File: config.mk
export PLATFORM = sky130hd
export DESIGN_NAME = costas_carrier_loop
export DESIGN_NICKNAME = d
export VERILOG_FILES = /design/src/rtl/costas_pkg.sv /design/src/rtl/costas_nco.sv /design/src/rtl/costas_arms.sv /design/src/rtl/costas_loop_filter.sv /design/src/rtl/costas_lock_det.sv /design/src/rtl/costas_carrier_loop.sv
export SDC_FILE = /design/constraint.sdc
export NUM_CORES = 2
export LEC_CHECK = 0
export ABC_CLOCK_PERIOD_IN_PS = 22700
export BUFFER_PORTS_ARGS = -buffer_cell sky130_fd_sc_hd__buf_2
export CELL_PAD_IN_SITES_DETAIL_PLACEMENT = 2
export CELL_PAD_IN_SITES_GLOBAL_PLACEMENT = 2
export CORE_MARGIN = 2
export CORE_UTILIZATION = 30
export DETAILED_ROUTE_END_ITERATION = 16
export PLACE_DENSITY_LB_ADDON = 0.1
export REMOVE_ABC_BUFFERS = 1
export SLEW_MARGIN = 20
export SYNTH_ARGS = -nofsm -noshare
export SYNTH_HDL_FRONTEND = slang
export SYNTH_SLANG_ARGS = --single-unit
File: constraint.sdc
create_clock -name clk -period 22.7 [get_ports clk]
set_clock_uncertainty 0.15 [all_clocks]
set_input_delay 6.81 -clock clk [delete_from_list [all_inputs] [get_ports clk]]
set_output_delay 6.81 -clock clk [all_outputs]
set_load 0.02 [all_outputs]
File: src/rtl/costas_pkg.sv
package costas_pkg;
  // Fixed oscillator table geometry: 64 points per cycle, 8-bit signed
  localparam int LUT_BITS = 6;
  localparam int COEF_W   = 8;
  localparam logic [LUT_BITS-2:0] QTR = 5'd16;

  // One quarter of a sine cycle, 17 points including both ends
  function automatic logic signed [COEF_W-1:0] quarter_sine(input logic [LUT_BITS-2:0] j);
    logic signed [COEF_W-1:0] v;
    case (j)
      5'd0:  v = 8'sd0;
      5'd1:  v = 8'sd12;
      5'd2:  v = 8'sd25;
      5'd3:  v = 8'sd37;
      5'd4:  v = 8'sd49;
      5'd5:  v = 8'sd60;
      5'd6:  v = 8'sd71;
      5'd7:  v = 8'sd81;
      5'd8:  v = 8'sd90;
      5'd9:  v = 8'sd98;
      5'd10: v = 8'sd106;
      5'd11: v = 8'sd112;
      5'd12: v = 8'sd117;
      5'd13: v = 8'sd122;
      5'd14: v = 8'sd125;
      5'd15: v = 8'sd126;
      5'd16: v = 8'sd127;
      default: v = 8'sd0;
    endcase
    return v;
  endfunction

  // Full-cycle sine from quarter-wave symmetry
  function automatic logic signed [COEF_W-1:0] sine_at(input logic [LUT_BITS-1:0] k);
    logic [LUT_BITS-3:0] m;
    logic [LUT_BITS-2:0] j;
    logic signed [COEF_W-1:0] mag;
    m = k[LUT_BITS-3:0];
    j = k[LUT_BITS-2] ? (QTR - {1'b0, m}) : {1'b0, m};
    mag = quarter_sine(j);
    return k[LUT_BITS-1] ? -mag : mag;
  endfunction
endpackage

File: src/rtl/costas_nco.sv
module costas_nco
  import costas_pkg::*;
#(
  parameter int PHASE_W = 32
) (
  input  logic                     clk,
  input  logic                     rst,
  input  logic                     step_en,
  input  logic [PHASE_W-1:0]       step,
  output logic [PHASE_W-1:0]       phase,
  output logic signed [COEF_W-1:0] cos_o,
  output logic signed [COEF_W-1:0] sin_o
);
  logic [LUT_BITS-1:0] idx;

  assign idx   = phase[PHASE_W-1 -: LUT_BITS];
  assign sin_o = sine_at(idx);
  assign cos_o = sine_at(idx + LUT_BITS'(QTR));

  always_ff @(posedge clk) begin
    if (rst)          phase <= '0;
    else if (step_en) phase <= phase + step;
  end
endmodule

File: src/rtl/costas_arms.sv
module costas_arms #(
  parameter int SAMPLE_W = 12,
  parameter int COEF_W   = 8,
  parameter int INT_W    = 32
) (
  input  logic                       clk,
  input  logic                       rst,
  input  logic                       en,
  input  logic                       last,
  input  logic signed [SAMPLE_W-1:0] sample,
  input  logic signed [COEF_W-1:0]   cos_c,
  input  logic signed [COEF_W-1:0]   sin_c,
  output logic signed [INT_W-1:0]    sum_i,
  output logic signed [INT_W-1:0]    sum_q
);
  localparam int PROD_W = SAMPLE_W + COEF_W;

  logic signed [PROD_W-1:0] prod_i, prod_s, prod_q;
  logic signed [INT_W-1:0]  acc_i, acc_q;

  assign prod_i = PROD_W'(sample) * PROD_W'(cos_c);
  assign prod_s = PROD_W'(sample) * PROD_W'(sin_c);
  assign prod_q = -prod_s;

  // Running sums include the sample presented this cycle
  assign sum_i = acc_i + INT_W'(prod_i);
  assign sum_q = acc_q + INT_W'(prod_q);

  always_ff @(posedge clk) begin
    if (rst) begin
      acc_i <= '0;
      acc_q <= '0;
    end else if (en) begin
      acc_i <= last ? '0 : sum_i;
      acc_q <= last ? '0 : sum_q;
    end
  end
endmodule

File: src/rtl/costas_loop_filter.sv
module costas_loop_filter #(
  parameter int INT_W   = 32,
  parameter int PHASE_W = 32,
  parameter int SH_W    = 5
) (
  input  logic                    clk,
  input  logic                    rst,
  input  logic                    update,
  input  logic signed [INT_W-1:0] err,
  input  logic [SH_W-1:0]         kp_shift,
  input  logic [SH_W-1:0]         ki_shift,
  output logic [PHASE_W-1:0]      correction,
  output logic [PHASE_W-1:0]      integ
);
  logic signed [INT_W-1:0]   p_sh, i_sh;
  logic signed [PHASE_W-1:0] prop_q, integ_q;

  assign p_sh = err >>> kp_shift;
  assign i_sh = err >>> ki_shift;

  always_ff @(posedge clk) begin
    if (rst) begin
      prop_q  <= '0;
      integ_q <= '0;
    end else if (update) begin
      prop_q  <= PHASE_W'(p_sh);
      integ_q <= integ_q + PHASE_W'(i_sh);
    end
  end

  assign correction = prop_q + integ_q;
  assign integ      = integ_q;
endmodule

File: src/rtl/costas_lock_det.sv
module costas_lock_det #(
  parameter int INT_W = 32,
  parameter int PW    = 16,
  parameter int CNT_W = 8,
  parameter int LK_W  = 2*PW + 1 + CNT_W
) (
  input  logic                    clk,
  input  logic                    rst,
  input  logic                    update,
  input  logic signed [INT_W-1:0] sum_i,
  input  logic signed [INT_W-1:0] sum_q,
  input  logic [CNT_W-1:0]        win_len,
  input  logic signed [LK_W-1:0]  thr_hi,
  input  logic signed [LK_W-1:0]  thr_lo,
  output logic                    locked
);
  logic signed [PW-1:0]   pi, pq;
  logic signed [2*PW-1:0] sq_i, sq_q;
  logic signed [LK_W-1:0] diff, total, acc;
  logic [CNT_W-1:0]       cnt;
  logic                   win_end;

  assign pi    = $signed(sum_i[INT_W-1 -: PW]);
  assign pq    = $signed(sum_q[INT_W-1 -: PW]);
  assign sq_i  = (2*PW)'(pi) * (2*PW)'(pi);
  assign sq_q  = (2*PW)'(pq) * (2*PW)'(pq);
  assign diff  = LK_W'(sq_i) - LK_W'(sq_q);
  assign total = acc + diff;
  assign win_end = ({1'b0, cnt} + (CNT_W+1)'(1)) >= {1'b0, win_len};

  always_ff @(posedge clk) begin
    if (rst) begin
      acc    <= '0;
      cnt    <= '0;
      locked <= 1'b0;
    end else if (update) begin
      if (win_end) begin
        acc <= '0;
        cnt <= '0;
        if (total > thr_hi)      locked <= 1'b1;
        else if (total < thr_lo) locked <= 1'b0;
      end else begin
        acc <= total;
        cnt <= cnt + CNT_W'(1);
      end
    end
  end
endmodule

File: src/rtl/costas_carrier_loop.sv
module costas_carrier_loop
  import costas_pkg::*;
#(
  parameter int SAMPLE_W = 12,
  parameter int PHASE_W  = 32,
  parameter int SYM_LOG2 = 12,
  parameter int PW       = 16,
  parameter int CNT_W    = 8,
  parameter int SH_W     = 5,
  localparam int INT_W   = SAMPLE_W + COEF_W + SYM_LOG2,
  localparam int LK_W    = 2*PW + 1 + CNT_W
) (
  input  logic                       clk,
  input  logic                       rst,
  input  logic [PHASE_W-1:0]         freq_word,
  input  logic [SH_W-1:0]            kp_shift,
  input  logic [SH_W-1:0]            ki_shift,
  input  logic [CNT_W-1:0]           lock_len,
  input  logic signed [LK_W-1:0]     lock_hi,
  input  logic signed [LK_W-1:0]     lock_lo,
  input  logic                       s_valid,
  output logic                       s_ready,
  input  logic signed [SAMPLE_W-1:0] s_sample,
  input  logic                       s_last,
  output logic                       m_valid,
  input  logic                       m_ready,
  output logic signed [INT_W-1:0]    m_soft_i,
  output logic signed [INT_W-1:0]    m_phase_err,
  output logic                       locked
);
  logic                     accept, dump;
  logic [PHASE_W-1:0]       nco_phase, correction, loop_integ;
  logic signed [COEF_W-1:0] cos_c, sin_c;
  logic signed [INT_W-1:0]  sum_i, sum_q, err;

  assign s_ready = !m_valid || m_ready;
  assign accept  = s_valid && s_ready;
  assign dump    = accept && s_last;

  costas_nco #(.PHASE_W(PHASE_W)) u_nco (
    .clk, .rst,
    .step_en (accept),
    .step    (freq_word + correction),
    .phase   (nco_phase),
    .cos_o   (cos_c),
    .sin_o   (sin_c)
  );

  costas_arms #(.SAMPLE_W(SAMPLE_W), .COEF_W(COEF_W), .INT_W(INT_W)) u_arms (
    .clk, .rst,
    .en     (accept),
    .last   (s_last),
    .sample (s_sample),
    .cos_c, .sin_c,
    .sum_i, .sum_q
  );

  // Sign of I times Q
  assign err = sum_i[INT_W-1] ? -sum_q : sum_q;

  costas_loop_filter #(.INT_W(INT_W), .PHASE_W(PHASE_W), .SH_W(SH_W)) u_filt (
    .clk, .rst,
    .update     (dump),
    .err,
    .kp_shift, .ki_shift,
    .correction,
    .integ      (loop_integ)
  );

  costas_lock_det #(.INT_W(INT_W), .PW(PW), .CNT_W(CNT_W), .LK_W(LK_W)) u_lock (
    .clk, .rst,
    .update  (dump),
    .sum_i, .sum_q,
    .win_len (lock_len),
    .thr_hi  (lock_hi),
    .thr_lo  (lock_lo),
    .locked
  );

  always_ff @(posedge clk) begin
    if (rst) begin
      m_valid     <= 1'b0;
      m_soft_i    <= '0;
      m_phase_err <= '0;
    end else if (dump) begin
      m_valid     <= 1'b1;
      m_soft_i    <= sum_i;
      m_phase_err <= err;
    end else if (m_ready) begin
      m_valid     <= 1'b0;
    end
  end
endmodule

==> out/metrics.csv <==
metric,value,unit
whs,303,ps
maxCapViolations,0,
yosysMostFrequentCell,inv_1,
design_area,65000,um^2
die_w,424,um
worstReg2RegEnd,u_lock.locked,
cts_buffers,45,
cp_top_family,adder cells,
grt_max_degree,64,
synth_flop_cell,dfxtp_1,
io_buffer_count,215,
start_util,30.1,%
cp_num_cells,73,
synthTopCellsByCount,"1207 x inv_1, 856 x fa_1, 607 x nand2_1",
netlist_area,53000,um^2
placed_cell_area,62200,um^2
insertion_delay,680,ps
nNetsFinal,8578,
crit_type,in2reg,
cts_tree,built,
post_drt_wl_per_cell,21.2,um
maxSlewViolCount,0,
vias_per_cell,4.93,
crit_required,23090,ps
hold_violations,0,
core,176000,um^2
die_y,424,um
cts_hold_buf,0,
cts_root_buf,clkbuf_16,
fin_ws,63.7,ps
gp_congestion,0.867,
synth_cell_types,97,
io_pins,216,
avgSynthCellArea,8.52,um^2
cts_max_level,2,
drive_above_1_share,19.8,%
path_buf_inv,19,
max_freq,44.2,MHz
max-slew-margin-rel,30.9,%
hold_path.class,reg2reg,
vias,46646,
syn2layout_area_growth,22.6,%
arrival,23030,ps
first_pass_iters,5,
path_clk_slew,60,ps
slowest_stage,fa_1,
min_from,m_soft_i[8],
seq_area_frac_synth,10.4,%
wl,201,mm
slowest_delay,610,ps
cp_max_fo,14,
finalSetupViolations,0,
hold_path_depth,2,
overflow,0,
grt_pass1_vias,54266,
ant_nets,0,
placementRows,154,
reg2reg_setup_slack,2350,ps
cts.sinks,274,
clock_path_buffers,3,
whs_endpoint,m_soft_i[8],
rsz0062_at_grt,true,
netlist_instances,6222,
end_kind,register,
synth_area_leaders,"fa_1 32%, ha_1 12%, dfxtp_1 10%, inv_1 8.6%, nand2_1 4.3%",
grt_util_all_layers,22.7,%
rr_startpoint,u_nco.phase[26],
antenna_found_initial,9,
post-route-drc-count,0,
post-place-ws,-2580,ps
ys_ff_latch,274,
fin_crit_sh,99.7,%
grt_first_pass_wirelength,319,mm
crit_path_frequent_cell,fa_1,
tightest_slew,1030,ps
first_iter_violations,1504,
critPathLaunchType,input port,
min_period,22640,ps
design.die.area,180000,um^2
synth_largest_area_cell,fa_1,
synthArstFlopShare,0,%
reg2reg_depth,87,
synth_top_area_share,32.3,%
synth_edf_count,0,
status,"finished, final reports clean",
dp_hpwl,169,mm
synth_warnings,0,
-- placed cells by master, fill, tap and decap left out, drive strengths merged, types with 121 or more instances in the layout --
cell type and instances:
inv 1213, buf 1063, fa 856, nand2 607, ha 496, nor2 485, a21oi 338, dfxtp 274
xnor2 196, o21ai 181, and2 121
-- routing by layer --
metal	vias up	GRT usage [%]	routed length, um
li1	21711	-	-
met1	24250	28.5	87000
met2	500	41.9	104000
met3	185	1.80	4400
met4	0	5.23	5260
met5	-	0	0
-- repair_timing --
| action | CTS | global route |
|---|---|---|
| setup endpoints to repair | 8 | 1 |
| hold endpoints to repair | 0 | 0 |
| resized for setup | 103 | 88 |
| buffers inserted | 33 | 14 |
| pin swaps | 83 | 76 |
-- logic make-up after synthesis --
logic type	Yosys count	synth area share [%]
and+or+nand+nor	1668	14.4
buffers and inverters	1479	10.5
AOI/OAI and AO/OA	1091	13.5
muxes	98	2.82
xor gates and xnor gates	260	4.31
adders and majority gates	1352	44.1
DFF	274	10.4
-- sequential cells by signal, indices dropped and copies added (netlist names) --
signal         flops
u_lock.acc        41
u_arms.acc_q      32
u_arms.acc_i      32
u_lock.cnt         8
u_filt.prop_q     31
u_nco.phase       32
m_phase_err       32
u_filt.integ      32
m_valid            1
m_soft_i          32
u_lock.locked      1
-- metrics by stage --
stage / instances / setup TNS (ps) / utilization [%]
6_report: 9456 / 0 / 37.0
5_1_grt: 9455 / -638 / 37.0
4_1_cts: 9440 / -172 / 36.7
3_5_place_dp: 9323 / -11380 / 35.4
3_3_place_gp: 9323 / -5320 / 35.4
2_1_floorplan: 5966 / -3060 / -
-- final cells by class --
type	count	area (um^2)
fill	19914	111000
multi-input combinational	4469	42800
timing repair buffer	1064	7570
sequential	274	5490
inverter	1223	4600
tap	2340	2930
clock buffer	59	1280
clock inverter	25	304
antenna	2	5.00
-- worst max-delay path by stage --
stage / start / slack (ps) / to
finish: s_sample[7] / 60 / u_lock.locked
global route: s_sample[4] / -640 / u_lock.locked
CTS: s_sample[4] / -170 / u_lock.locked
detailed placement: s_sample[7] / -2580 / u_lock.locked
global placement: s_sample[7] / -1950 / u_lock.locked
floorplan: s_sample[11] / -1960 / u_lock.locked
-- worst register-to-register path, delay by kind of cell, from the launching register on --
family                     cells  cell delay (ps)
adders and majority gates     20             8640
AOI/OAI and AO/OA             28             4210
and+or+nand+nor               14             3100
buffers and inverters         22             2990
xor gates and xnor gates       3              820
DFF                            1              310
Power is left out: the tool's default activity adds up to more than one toggle a clock period on the data nets, which glitch-free logic cannot reach.
